### config.mk
export PLATFORM = sky130hd
export DESIGN_NAME = tmr_bank
export DESIGN_NICKNAME = d
export VERILOG_FILES = /design/src/rtl/tmr_pkg.sv /design/src/rtl/tmr_sync_edge.sv /design/src/rtl/tmr_channel.sv /design/src/rtl/tmr_regif.sv /design/src/rtl/tmr_bank.sv
export SDC_FILE = /design/constraint.sdc
export NUM_CORES = 1
export LEC_CHECK = 0
export BUFFER_PORTS_ARGS = -buffer_cell sky130_fd_sc_hd__buf_2
export CAP_MARGIN = 10
export CORE_MARGIN = 4
export CORE_UTILIZATION = 65
export DETAILED_ROUTE_END_ITERATION = 16
export PLACE_DENSITY = 0.88
export SYNTH_ARGS = -nofsm -noshare
export SYNTH_HDL_FRONTEND = slang
export SYNTH_SLANG_ARGS = --single-unit
### constraint.sdc
create_clock -name clk -period 3.9 [get_ports clk]
set_clock_uncertainty 0.2 [all_clocks]
set_input_delay 0.78 -clock clk [delete_from_list [all_inputs] [get_ports clk]]
set_output_delay 0.78 -clock clk [all_outputs]
set_load 0.02 [all_outputs]
### src/rtl/tmr_pkg.sv
package tmr_pkg;

   localparam int OFF_W  = 3;
   localparam int CTRL_W = 5;

   typedef enum logic [OFF_W-1:0] {
      OFF_CTRL = 3'd0,
      OFF_LIM  = 3'd1,
      OFF_CNT  = 3'd2,
      OFF_STAT = 3'd3,
      OFF_SVC  = 3'd4
   } tmr_off_e;

   // packed MSB first: bit4 watchdog .. bit0 run
   typedef struct packed {
      logic wdog;
      logic level;
      logic falling;
      logic single;
      logic run;
   } tmr_ctrl_t;

endpackage

### src/rtl/tmr_sync_edge.sv
module tmr_sync_edge #(
   parameter int STAGES = 2
) (
   input  logic clk,
   input  logic rst_n,
   input  logic raw_in,
   input  logic falling,
   output logic edge_o
);
   localparam int HIST = STAGES;

   generate
      if (STAGES < 2) begin : g_bad_stages
         $error("tmr_sync_edge: STAGES must be at least 2");
      end
   endgenerate

   logic [HIST:0] shreg;

   always_ff @(posedge clk) begin
      if (!rst_n) shreg <= '0;
      else        shreg <= {shreg[HIST-1:0], raw_in};
   end

   logic now_v, was_v;
   assign now_v = shreg[HIST-1];
   assign was_v = shreg[HIST];

   generate
      if (1) begin : g_edge_sel
         always_comb begin
            if (falling) edge_o = was_v & ~now_v;
            else         edge_o = now_v & ~was_v;
         end
      end
   endgenerate
endmodule

### src/rtl/tmr_channel.sv
module tmr_channel
   import tmr_pkg::*;
#(
   parameter int               CNT_W   = 16,
   parameter int               STAGES  = 2,
   parameter logic [CNT_W-1:0] SVC_KEY = 'h5A3C
) (
   input  logic             clk,
   input  logic             rst_n,
   input  logic             tick,
   input  logic             ctrl_wr,
   input  tmr_ctrl_t        ctrl_wdata,
   input  logic             lim_wr,
   input  logic             stat_w1c,
   input  logic             svc_wr,
   input  logic [CNT_W-1:0] wdata,
   output tmr_ctrl_t        ctrl_q,
   output logic [CNT_W-1:0] lim_q,
   output logic [CNT_W-1:0] cnt_q,
   output logic             stat_q,
   output logic             irq_o,
   output logic             wdreq_o
);
   logic tick_edge;
   logic hit;
   logic svc_ok;
   logic pulse_q;
   logic wdreq_q;

   tmr_sync_edge #(.STAGES(STAGES)) u_sync (
      .clk    (clk),
      .rst_n  (rst_n),
      .raw_in (tick),
      .falling(ctrl_q.falling),
      .edge_o (tick_edge)
   );

   assign hit    = ctrl_q.run && (lim_q != '0) && (cnt_q == lim_q);
   assign svc_ok = svc_wr && ctrl_q.wdog && (wdata == SVC_KEY);

   always_ff @(posedge clk) begin
      if (!rst_n)                cnt_q <= '0;
      else if (ctrl_wr || svc_ok) cnt_q <= '0;
      else if (hit) begin
         if (!ctrl_q.single)     cnt_q <= '0;
      end
      else if (ctrl_q.run && tick_edge) cnt_q <= cnt_q + 1'b1;
   end

   always_ff @(posedge clk) begin
      if (!rst_n)                      ctrl_q <= '0;
      else if (ctrl_wr)                ctrl_q <= ctrl_wdata;
      else if (hit && ctrl_q.single)   ctrl_q.run <= 1'b0;
   end

   always_ff @(posedge clk) begin
      if (!rst_n)      lim_q <= '0;
      else if (lim_wr) lim_q <= wdata;
   end

   always_ff @(posedge clk) begin
      if (!rst_n) begin
         pulse_q <= 1'b0;
         stat_q  <= 1'b0;
         wdreq_q <= 1'b0;
      end else begin
         pulse_q <= hit && !ctrl_q.wdog;
         stat_q  <= (hit && !ctrl_q.wdog) || (stat_q && !stat_w1c);
         if (ctrl_wr)                  wdreq_q <= 1'b0;
         else if (hit && ctrl_q.wdog)  wdreq_q <= 1'b1;
      end
   end

   generate
      if (1) begin : g_irq_style
         always_comb irq_o = ctrl_q.level ? stat_q : pulse_q;
      end
   endgenerate
   assign wdreq_o = wdreq_q;

   // a pulse never lasts beyond one cycle
   a_r6_pulse_single: assert property (@(posedge clk) disable iff (!rst_n)
      pulse_q |=> !pulse_q);

   // single-run match halts the channel and freezes the count
   a_r5_single_halts: assert property (@(posedge clk) disable iff (!rst_n)
      (hit && ctrl_q.single && !ctrl_wr && !svc_ok) |=> (!ctrl_q.run && $stable(cnt_q)));

   // repeating match restarts from zero
   a_r4_repeat_restart: assert property (@(posedge clk) disable iff (!rst_n)
      (hit && !ctrl_q.single && !ctrl_wr) |=> (cnt_q == '0));

   // stopped channel does not count
   a_r2_idle_when_stopped: assert property (@(posedge clk) disable iff (!rst_n)
      (!ctrl_q.run && !ctrl_wr && !svc_wr) |=> $stable(cnt_q));

   // sticky status survives until acknowledged
   a_r7_status_sticky: assert property (@(posedge clk) disable iff (!rst_n)
      (stat_q && !stat_w1c) |=> stat_q);

   // watchdog match requests reset and raises no interrupt pulse
   a_r9_wd_no_irq: assert property (@(posedge clk) disable iff (!rst_n)
      (hit && ctrl_q.wdog && !ctrl_wr) |=> (wdreq_o && !pulse_q));
endmodule

### src/rtl/tmr_regif.sv
module tmr_regif
   import tmr_pkg::*;
#(
   parameter int NUM_CH = 2,
   parameter int CNT_W  = 16,
   parameter int CH_W   = 1
) (
   input  logic                         reg_wr,
   input  logic [CH_W+OFF_W-1:0]        reg_addr,
   input  logic [CNT_W-1:0]             reg_wdata,
   output logic [CNT_W-1:0]             reg_rdata,
   output logic [NUM_CH-1:0]            ctrl_wr,
   output logic [NUM_CH-1:0]            lim_wr,
   output logic [NUM_CH-1:0]            stat_w1c,
   output logic [NUM_CH-1:0]            svc_wr,
   input  tmr_ctrl_t [NUM_CH-1:0]       ctrl_all,
   input  logic [NUM_CH-1:0][CNT_W-1:0] lim_all,
   input  logic [NUM_CH-1:0][CNT_W-1:0] cnt_all,
   input  logic [NUM_CH-1:0]            stat_all
);
   logic [CH_W-1:0]  sel_ch;
   logic [OFF_W-1:0] sel_off;
   assign sel_ch  = reg_addr[CH_W+OFF_W-1:OFF_W];
   assign sel_off = reg_addr[OFF_W-1:0];

   for (genvar c = 0; c < NUM_CH; c++) begin : g_dec
      logic hit_ch;
      assign hit_ch      = reg_wr && (sel_ch == CH_W'(c));
      assign ctrl_wr[c]  = hit_ch && (sel_off == OFF_CTRL);
      assign lim_wr[c]   = hit_ch && (sel_off == OFF_LIM);
      assign stat_w1c[c] = hit_ch && (sel_off == OFF_STAT) && reg_wdata[0];
      assign svc_wr[c]   = hit_ch && (sel_off == OFF_SVC);
   end

   always_comb begin
      reg_rdata = '0;
      for (int c = 0; c < NUM_CH; c++) begin
         if (sel_ch == CH_W'(c)) begin
            case (sel_off)
               OFF_CTRL: reg_rdata = CNT_W'(ctrl_all[c]);
               OFF_LIM:  reg_rdata = lim_all[c];
               OFF_CNT:  reg_rdata = cnt_all[c];
               OFF_STAT: reg_rdata = CNT_W'(stat_all[c]);
               default:  reg_rdata = '0;
            endcase
         end
      end
   end
endmodule

### src/rtl/tmr_bank.sv
module tmr_bank
   import tmr_pkg::*;
#(
   parameter int               NUM_CH      = 2,
   parameter int               CNT_W       = 16,
   parameter int               SYNC_STAGES = 2,
   parameter logic [CNT_W-1:0] SVC_KEY     = 'h5A3C,
   localparam int              CH_W        = (NUM_CH > 1) ? $clog2(NUM_CH) : 1,
   localparam int              ADDR_W      = CH_W + OFF_W
) (
   input  logic              clk,
   input  logic              rst_n,
   input  logic [NUM_CH-1:0] tick_in,
   input  logic              reg_wr,
   input  logic [ADDR_W-1:0] reg_addr,
   input  logic [CNT_W-1:0]  reg_wdata,
   output logic [CNT_W-1:0]  reg_rdata,
   output logic [NUM_CH-1:0] irq,
   output logic [NUM_CH-1:0] wdog_req
);
   generate
      if (CNT_W < CTRL_W) begin : g_bad_width
         $error("tmr_bank: CNT_W must hold the control word");
      end
      if (NUM_CH < 1) begin : g_bad_count
         $error("tmr_bank: NUM_CH must be at least 1");
      end
   endgenerate

   logic [NUM_CH-1:0]            ctrl_wr, lim_wr, stat_w1c, svc_wr;
   tmr_ctrl_t [NUM_CH-1:0]       ctrl_all;
   logic [NUM_CH-1:0][CNT_W-1:0] lim_all, cnt_all;
   logic [NUM_CH-1:0]            stat_all;

   tmr_regif #(.NUM_CH(NUM_CH), .CNT_W(CNT_W), .CH_W(CH_W)) u_regif (
      .reg_wr   (reg_wr),
      .reg_addr (reg_addr),
      .reg_wdata(reg_wdata),
      .reg_rdata(reg_rdata),
      .ctrl_wr  (ctrl_wr),
      .lim_wr   (lim_wr),
      .stat_w1c (stat_w1c),
      .svc_wr   (svc_wr),
      .ctrl_all (ctrl_all),
      .lim_all  (lim_all),
      .cnt_all  (cnt_all),
      .stat_all (stat_all)
   );

   for (genvar c = 0; c < NUM_CH; c++) begin : g_ch
      tmr_channel #(.CNT_W(CNT_W), .STAGES(SYNC_STAGES), .SVC_KEY(SVC_KEY)) u_ch (
         .clk       (clk),
         .rst_n     (rst_n),
         .tick      (tick_in[c]),
         .ctrl_wr   (ctrl_wr[c]),
         .ctrl_wdata(tmr_ctrl_t'(reg_wdata[CTRL_W-1:0])),
         .lim_wr    (lim_wr[c]),
         .stat_w1c  (stat_w1c[c]),
         .svc_wr    (svc_wr[c]),
         .wdata     (reg_wdata),
         .ctrl_q    (ctrl_all[c]),
         .lim_q     (lim_all[c]),
         .cnt_q     (cnt_all[c]),
         .stat_q    (stat_all[c]),
         .irq_o     (irq[c]),
         .wdreq_o   (wdog_req[c])
      );
   end
endmodule

# Word-level counts from Yosys, hierarchy flattened
# Index checks and enable logic that the tools add are counted.
# W data, S select, Z words.
# op_classes
n_mux,17
bitwise_logic,10
reduce_logical,51
eq_ne,9
add_sub_neg,2
# op_table
operator,count
$pmux W16 S4,2
$mux W16,7
$add A16 B1 Y16 const B,2
$eq A16 B16 Y1,2
$reduce_bool A16 Y1,2
$logic_and A1 B1 Y1,30
$eq A16 B15 Y1 const B,1
$mux W1,8
$reduce_bool A2 Y1,4
$reduce_or A2 Y1,4
$eq A3 B2 Y1 const B,2
$not A1 Y1,6
$and A1 B1 Y1,4
$logic_not A1 Y1,4
$logic_or A1 B1 Y1,4
$ne A2 B2 Y1 const B,2
$reduce_and A2 Y1,2
$eq A3 B1 Y1 const B,1
$eq A3 B3 Y1 const B,1
$logic_not A3 Y1,1
# totals
regBits,86
word_cells,111
output_inout_bits,20
inputBits,25

# Logic depth before layout (Yosys ltp)
# Gate-level depths: netlist of run 1.
# depth
depth_word,7
mapped_depth,9
mapped_depth_nobuf,6

# Cells and area by module
# From an unflattened synthesis of run 1, not the netlist that was laid out.
# unflattened
cells_unflattened,643
hier_area_um2,5403.9
# by_module_without_submodules
mod,area_each_um2,cells_per_inst,n_inst
tmr_channel,2239.6,262,2
tmr_regif,721.9,101,1
tmr_sync_edge,101.3,9,2

# Worst setup path after synthesis of run 1
# No wires, ideal clock.
# synth_timing
path_kind,in2out
startpoint,input port reg_addr[1]
endpoint,output port reg_rdata[13]
cell_stages,6
setup_slack_ps,566
arrival_time_ps,2354
path_buffers,3
t_required_ps,2920
cell_sequence,buf_2 nor2b_1 clkbuf_1 clkbuf_1 a22oi_1 a211oi_1
# synth_between
elab_chain_cells,3
elab_cells_between_ends,7
classes_between,3 x eq/ne; 3 x mux; 1 x reduce/logical
# synth_rtl
element,line_no,source
start: declaration,tmr_bank.sv:15,"input logic [ADDR_W-1:0] reg_addr,"
"$eq A3 B2 Y1, or another cell as far along",tmr_regif.sv:39,case (sel_off)
$pmux W16 S4,tmr_regif.sv:39,
$mux W16 *,tmr_regif.sv:38,if (sel_ch == CH_W'(c)) begin
end: declaration,tmr_bank.sv:17,"output logic [CNT_W-1:0] reg_rdata,"
# Mark *: on every way between the ends. The rest lies on a longest branch, timed or not.

# Worst setup path in the final report of run 1
# layout_timing
startpoint,input port reg_addr[0]
endpoint,output port reg_rdata[5]
# The elaborated chain is that of the path after synthesis.

==> out/metrics.cfg, run 1 <==
[status]
outcome = finished clean

[logic_synthesis]
synth-seq-cells = 86
netlist_instances = 622
synth_top_area_share_pct = 33.9
synth_xor_area_share_pct = 6.38
synth-edff-count = 0
yosysUniqueCellTypes = 67
synth_fa_ha_area_share_pct = 0.492
synth.top_cells.by_count = nand2_1, dfxtp_1, a21boi_0, clkbuf_1, xnor2_1
syn_area_per_cell_um2 = 8.17
synthSimpleGateAreaFrac_pct = 25.8
syn_nets = 649
synth-main-ff-cell = dfxtp_1
synth_top_family_by_area = simple AND/OR/NAND/NOR gates
synth_compound_area_share_pct = 24.6
synthTopCellsByArea = dfxtp_1, nand2_1, a21boi_0, xnor2_1, a211oi_1
synthArstFlopShare_pct = 0
yosysMostFrequentCell = nand2_1
synthMuxAreaShare_pct = 3.30
yosysWarnings = 0
syn_area_um2 = 5080
ys_seq_area_share_pct = 33.9
synth_top_cell_by_area = dfxtp_1

[clocking]
clock_latency_ps = 360
clkSlewWorstSetupHoldPaths_ps = 80
root_buffer = clkbuf_8
ctsResizeCount = 0
cts_tree = built
cts_buffer_depth = 2
numCtsBuffers = 9
hold_buffers = 0
cts_sinks = 86
cts_setup_buffers = 0
cts_max_level = 3

[power_and_ir_drop]
powerDensity_nw_per_um2 = 317
clkPwrFrac_pct = 39.5
max-vdd-ir-drop_v = 0.000247
switching_power_mw = 0.439
leakage_nw = 1.95
power.share.switching_pct = 25.3
sequentialPowerShare_pct = 51.7
p_comb_share_pct = 8.9
internal_power_mw = 1.30

[routing]
route.detailed.drc = 0
via_per_inst = 6.65
top_layer_used = met4
wl_per_cell_um = 18.1
vias = 4914
wl_met1_um = 5520
met2WireLength_um = 6060
finalWirelength_um = 13400
ant_nets = 0
met3WireLength_um = 1500
drtPass1Iterations = 5
first_iter_violations = 455

[cells_and_area]
fin_area_um2 = 5470
drive_gt1_share_pct = 14.8
final_nets = 663
syn2layout_area_growth_pct = 7.68
final_core_util_pct = 73.9
fillCellCount = 564
antenna_cells = 0

[timing]
relSlewSlack_pct = 34.0
tns_ps = 0
slew_viol_final = 0
max_freq_mhz = 297
rsz0062_at_grt = no
fin_crit_sh_pct = 86.2
min_period_ps = 3360
setup_violations = 0
hold_viol_final = 0
tightestPinTransition_ps = 984

[floorplan]
start_util_pct = 68.6
floorplan.rows = 31
die_w_um = 96.4
core-area_um2 = 7410
io-pin-count = 45
die_h_um = 96.4
fp.dieArea_um2 = 9300

[critical_path]
crit_path_start = reg_addr[0]
worst-endpoint-required_ps = 2920
crit_family = buffers and inverters
start_kind = primary input
critPathMaxFanout = 15
cp-end-kind = primary output
rrSetupSlack_ps = 1030
crit_arrival_ps = 2380
worst_path_max_delay_cell = a211oi_1
max_stage_delay_ps = 330
r2r_start = g_ch[0].u_ch.cnt_q[11]$_SDFFE_PP0P_
path_cells = buf_2, nor2b_1, nor2b_1, buf_4, a221oi_1, a211oi_1, buf_2
path_class = primary input to primary output
worst-path-buf-inv = 3

[global_route]
track_usage_pct = 29.9
grt_max_degree = 39
grt_pass1_vias = 4513
grt_pass1_wl_um = 21800
grt_remaining_overflow = 0
antenna_found_initial = 0

[place]
placed_area_um2 = 5260
place_congestion = 0.916
io_buffers = 44
dpl.hpwl_um = 9510

[worst_hold_path]
holdCritPathClass = flop to flop
min-delay-start = g_ch[1].u_ch.u_sync.shreg[0]$_SDFF_PN0_

[job]
max-cap-violations = 0

[routing by layer]
layer,GRT usage [%],vias up
met3,4.88,31
met4,10.6,0
met1,41.6,2282
li1,-,2276
met2,47.1,325
met5,0,-
[stage by stage]
step | power (mW) | hold WS (ps) | std cells | setup WS, ps
after CTS | 1.74 | 247 | 739 | 576
after detailed placement | 1.07 | 226 | 724 | 582
after global routing | 1.78 | 251 | 739 | 424
final | 1.74 | 241 | 739 | 538
after global placement | 1.06 | 214 | 724 | 635
after floorplan | 1.01 | 212 | 622 | 566
[worst reg2reg max path, cell delays in order (launching register included)]
cell and delay (ps):
dfxtp_1 490, xnor2_1 180, nand4_1 140, or4_4 610, nor3_2 810, o2bb2a_1 300
o21ai_0 60
[final cells by class]
| class | count | area, um2 | share of cell area (%) |
|---|---|---|---|
| clock buffers | 9 | 124 | 2.26 |
| repair buffers | 52 | 280 | 5.12 |
| multi-input cells | 472 | 3080 | 56.3 |
| well taps | 99 | 124 | 2.26 |
| clock inverters | 6 | 87.6 | 1.60 |
| flip-flops and latches | 86 | 1720 | 31.5 |
| inverters | 15 | 56.3 | 1.03 |
[cell usage in the layout, fill, tap and decap left out, types with 12 or more instances in the layout]
cell and count:
nor2b_1 13, or3_1 14, dfxtp_1 86, xnor2_1 30, a21oi_1 19, a211oi_1 21
nor2_1 18, buf_2 44, inv_1 15, o21ai_0 19, nand2_1 101, nand4_1 20
a21boi_0 36, a211o_1 12, nand3_1 15
[kinds of logic after synthesis]
kind of cell / count (synthesis)
muxes: 14
AOI/OAI and AO/OA: 171
and+or+nand+nor: 248
xor gates and xnor gates: 37
DFF: 86
adders and majority gates: 2
buffers and inverters: 64
[power by group through the flow]
| stage | Combinational (mW) | Clock, mW | Sequential, mW |
|---|---|---|---|
| finish | 0.154 | 0.686 | 0.897 |
| global route | 0.165 | 0.719 | 0.898 |
| CTS | 0.150 | 0.691 | 0.897 |
| detailed placement | 0.149 | 0 | 0.918 |
| global placement | 0.144 | 0 | 0.917 |
| floorplan | 0.101 | 0 | 0.914 |
[worst paths after layout]
path | depth (start not counted) | endpoint
worst max-delay path | 7 | reg_rdata[5]
worst min-delay path | 1 | g_ch[1].u_ch.u_sync.shreg[1]$_SDFF_PN0_
worst max register to register | 6 | g_ch[0].u_ch.cnt_q[1]$_SDFFE_PP0P_
worst min register to register | 1 | g_ch[1].u_ch.u_sync.shreg[1]$_SDFF_PN0_
[flip-flops by register name, indices dropped and copies added (netlist names)]
signal and cells:
g_ch.u_ch.cnt_q 32, g_ch.u_ch.lim_q 32, g_ch.u_ch.ctrl_q 10, g_ch.u_ch.u_sync.shreg 6
g_ch.u_ch.pulse_q 2, g_ch.u_ch.stat_q 2, g_ch.u_ch.wdreq_o 2
No activity file was read; power rests on OpenSTA's default activity.
==> run 2, diff against run 1 <==
BUFFER_PORTS_ARGS = not set   (was -buffer_cell sky130_fd_sc_hd__buf_2)
DONT_BUFFER_PORTS = 1   (was not set)
PLACE_DENSITY = 0.83   (was 0.88)
==> run 2 against run 1 <==
  * Hold slack about the same
  * Clock-buffer cell count up 2
  * Sequential cell count unchanged
==> out/metrics.cfg, run 2 (synthesis results as in run 1) <==
[critical_path]
r2r_start = g_ch[0].u_ch.cnt_q[0]$_SDFFE_PP0P_
cp-end-kind = primary output
start_kind = primary input
rrSetupSlack_ps = 1040
path_class = primary input to primary output
worst-endpoint-required_ps = 2920
critPathMaxFanout = 19
rr_endpoint = g_ch[0].u_ch.cnt_q[1]$_SDFFE_PP0P_
crit_arrival_ps = 2190
ff2ff_path_depth = 6

[floorplan]
die_h_um = 96.4
core-area_um2 = 7410
io-pin-count = 45
die_w_um = 96.4
floorplan.rows = 31
fp.dieArea_um2 = 9300
start_util_pct = 68.6

[clocking]
cts_buffer_depth = 2
root_buffer = clkbuf_8
hold_buffers = 0
clkSlewWorstSetupHoldPaths_ps = 80
ctsResizeCount = 0
cts_max_level = 3
cts_sinks = 86
cts_tree = built
numCtsBuffers = 9
clock_latency_ps = 370
cts_setup_buffers = 0

[timing]
hold_viol_final = 0
rsz0062_at_grt = no
min_period_ps = 3170
tns_ps = 0
slew_viol_final = 0
whs_ps = 241
max_freq_mhz = 315
setup_violations = 0
relSlewSlack_pct = 33.7
fin_crit_sh_pct = 81.3
tightestPinTransition_ps = 989

[cells_and_area]
syn2layout_area_growth_pct = 4.90
most-common-layout-cells = nand2_1, dfxtp_1, a21boi_0, xnor2_1, a211oi_1
final_nets = 631
drive_gt1_share_pct = 10.3
final_core_util_pct = 72.0
final_common_cell = nand2_1
fin_area_um2 = 5330
reg_top3 = g_ch.u_ch.cnt_q x32, g_ch.u_ch.lim_q x32, g_ch.u_ch.ctrl_q x10
antenna_cells = 0

[routing]
first_iter_violations = 490
route.detailed.drc = 0
drtPass1Iterations = 5
vias = 4706
ant_nets = 0
finalWirelength_um = 13200
wl_per_cell_um = 18.6
via_per_inst = 6.65

[global_route]
antenna_found_initial = 0
track_usage_pct = 30.6
grt_remaining_overflow = 0
grt_max_degree = 56
grt_pass1_wl_um = 22100
grt_pass1_vias = 4450

[worst_hold_path]
min-delay-start = g_ch[0].u_ch.u_sync.shreg[0]$_SDFF_PN0_
min_path_cells = 1
holdCritPathClass = flop to flop
min_to = g_ch[0].u_ch.u_sync.shreg[1]$_SDFF_PN0_

[power_and_ir_drop]
p_total_mw = 1.65
powerDensity_nw_per_um2 = 309
max-vdd-ir-drop_v = 0.000255
leakage_nw = 1.81

[place]
io_buffers = 0
dpl.hpwl_um = 9570
placed_area_um2 = 5130
place_congestion = 0.924

[job]
max-cap-violations = 0

[status]
outcome = finished clean

==> run 2: cell types whose count changed in the layout (fill, tap and decap cells not counted), sizes merged <==
cell	previous run	this run
buf	52	20
clkbuf	9	11
bufinv	2	1
clkinv	1	2
clkinvlp	3	2
==> run 2: final cells by class <==
class | instances | area, um2
Fill cell | 585 | 2080
Multi-Input combinational cell | 472 | 3080
Clock inverter | 5 | 58.8
Inverter | 15 | 56.3
Clock buffer | 11 | 141
Tap cell | 99 | 124
Timing Repair Buffer | 20 | 150
Sequential cell | 86 | 1720
==> run 2: worst max-delay path, cell delays in order <==
cell	delay (ps)
nor2b_1	110
buf_4	190
nor2b_1	140
buf_4	180
a221oi_1	110
a211oi_1	450
buf_4	230
==> run 2: routing by layer <==
metal / vias to the layer above / wire, um / track usage [%]
met2: 256 / 5890 / 48.4
met4: 0 / 282 / 9.46
met3: 28 / 1470 / 6.89
li1: 2210 / - / -
met1: 2212 / 5520 / 41.6
met5: - / 0 / 0
==> run 2: worst max path at each step <==
| stage | slack (ps) | endpoint | startpoint |
|---|---|---|---|
| floorplan | 570 | reg_rdata[13] | reg_addr[1] |
| global placement | 830 | reg_rdata[15] | reg_addr[1] |
| detailed placement | 810 | reg_rdata[5] | reg_addr[0] |
| CTS | 790 | reg_rdata[5] | reg_addr[0] |
| global route | 580 | reg_rdata[15] | reg_addr[1] |
| finish | 730 | reg_rdata[15] | reg_addr[1] |
==> run 2: report_power, final <==
group          switching (mW)  internal, mW  total (mW)
combinational          0.0609        0.0489       0.110
clock                   0.325         0.314       0.639
sequential             0.0109         0.886       0.897
total                   0.397          1.25        1.65
==> run 2: metrics by stage <==
step / instances / setup WS [ps]
2_1_floorplan: 622 / 566
3_3_place_gp: 692 / 832
3_5_place_dp: 692 / 808
4_1_cts: 708 / 790
5_1_grt: 708 / 579
6_report: 708 / 728
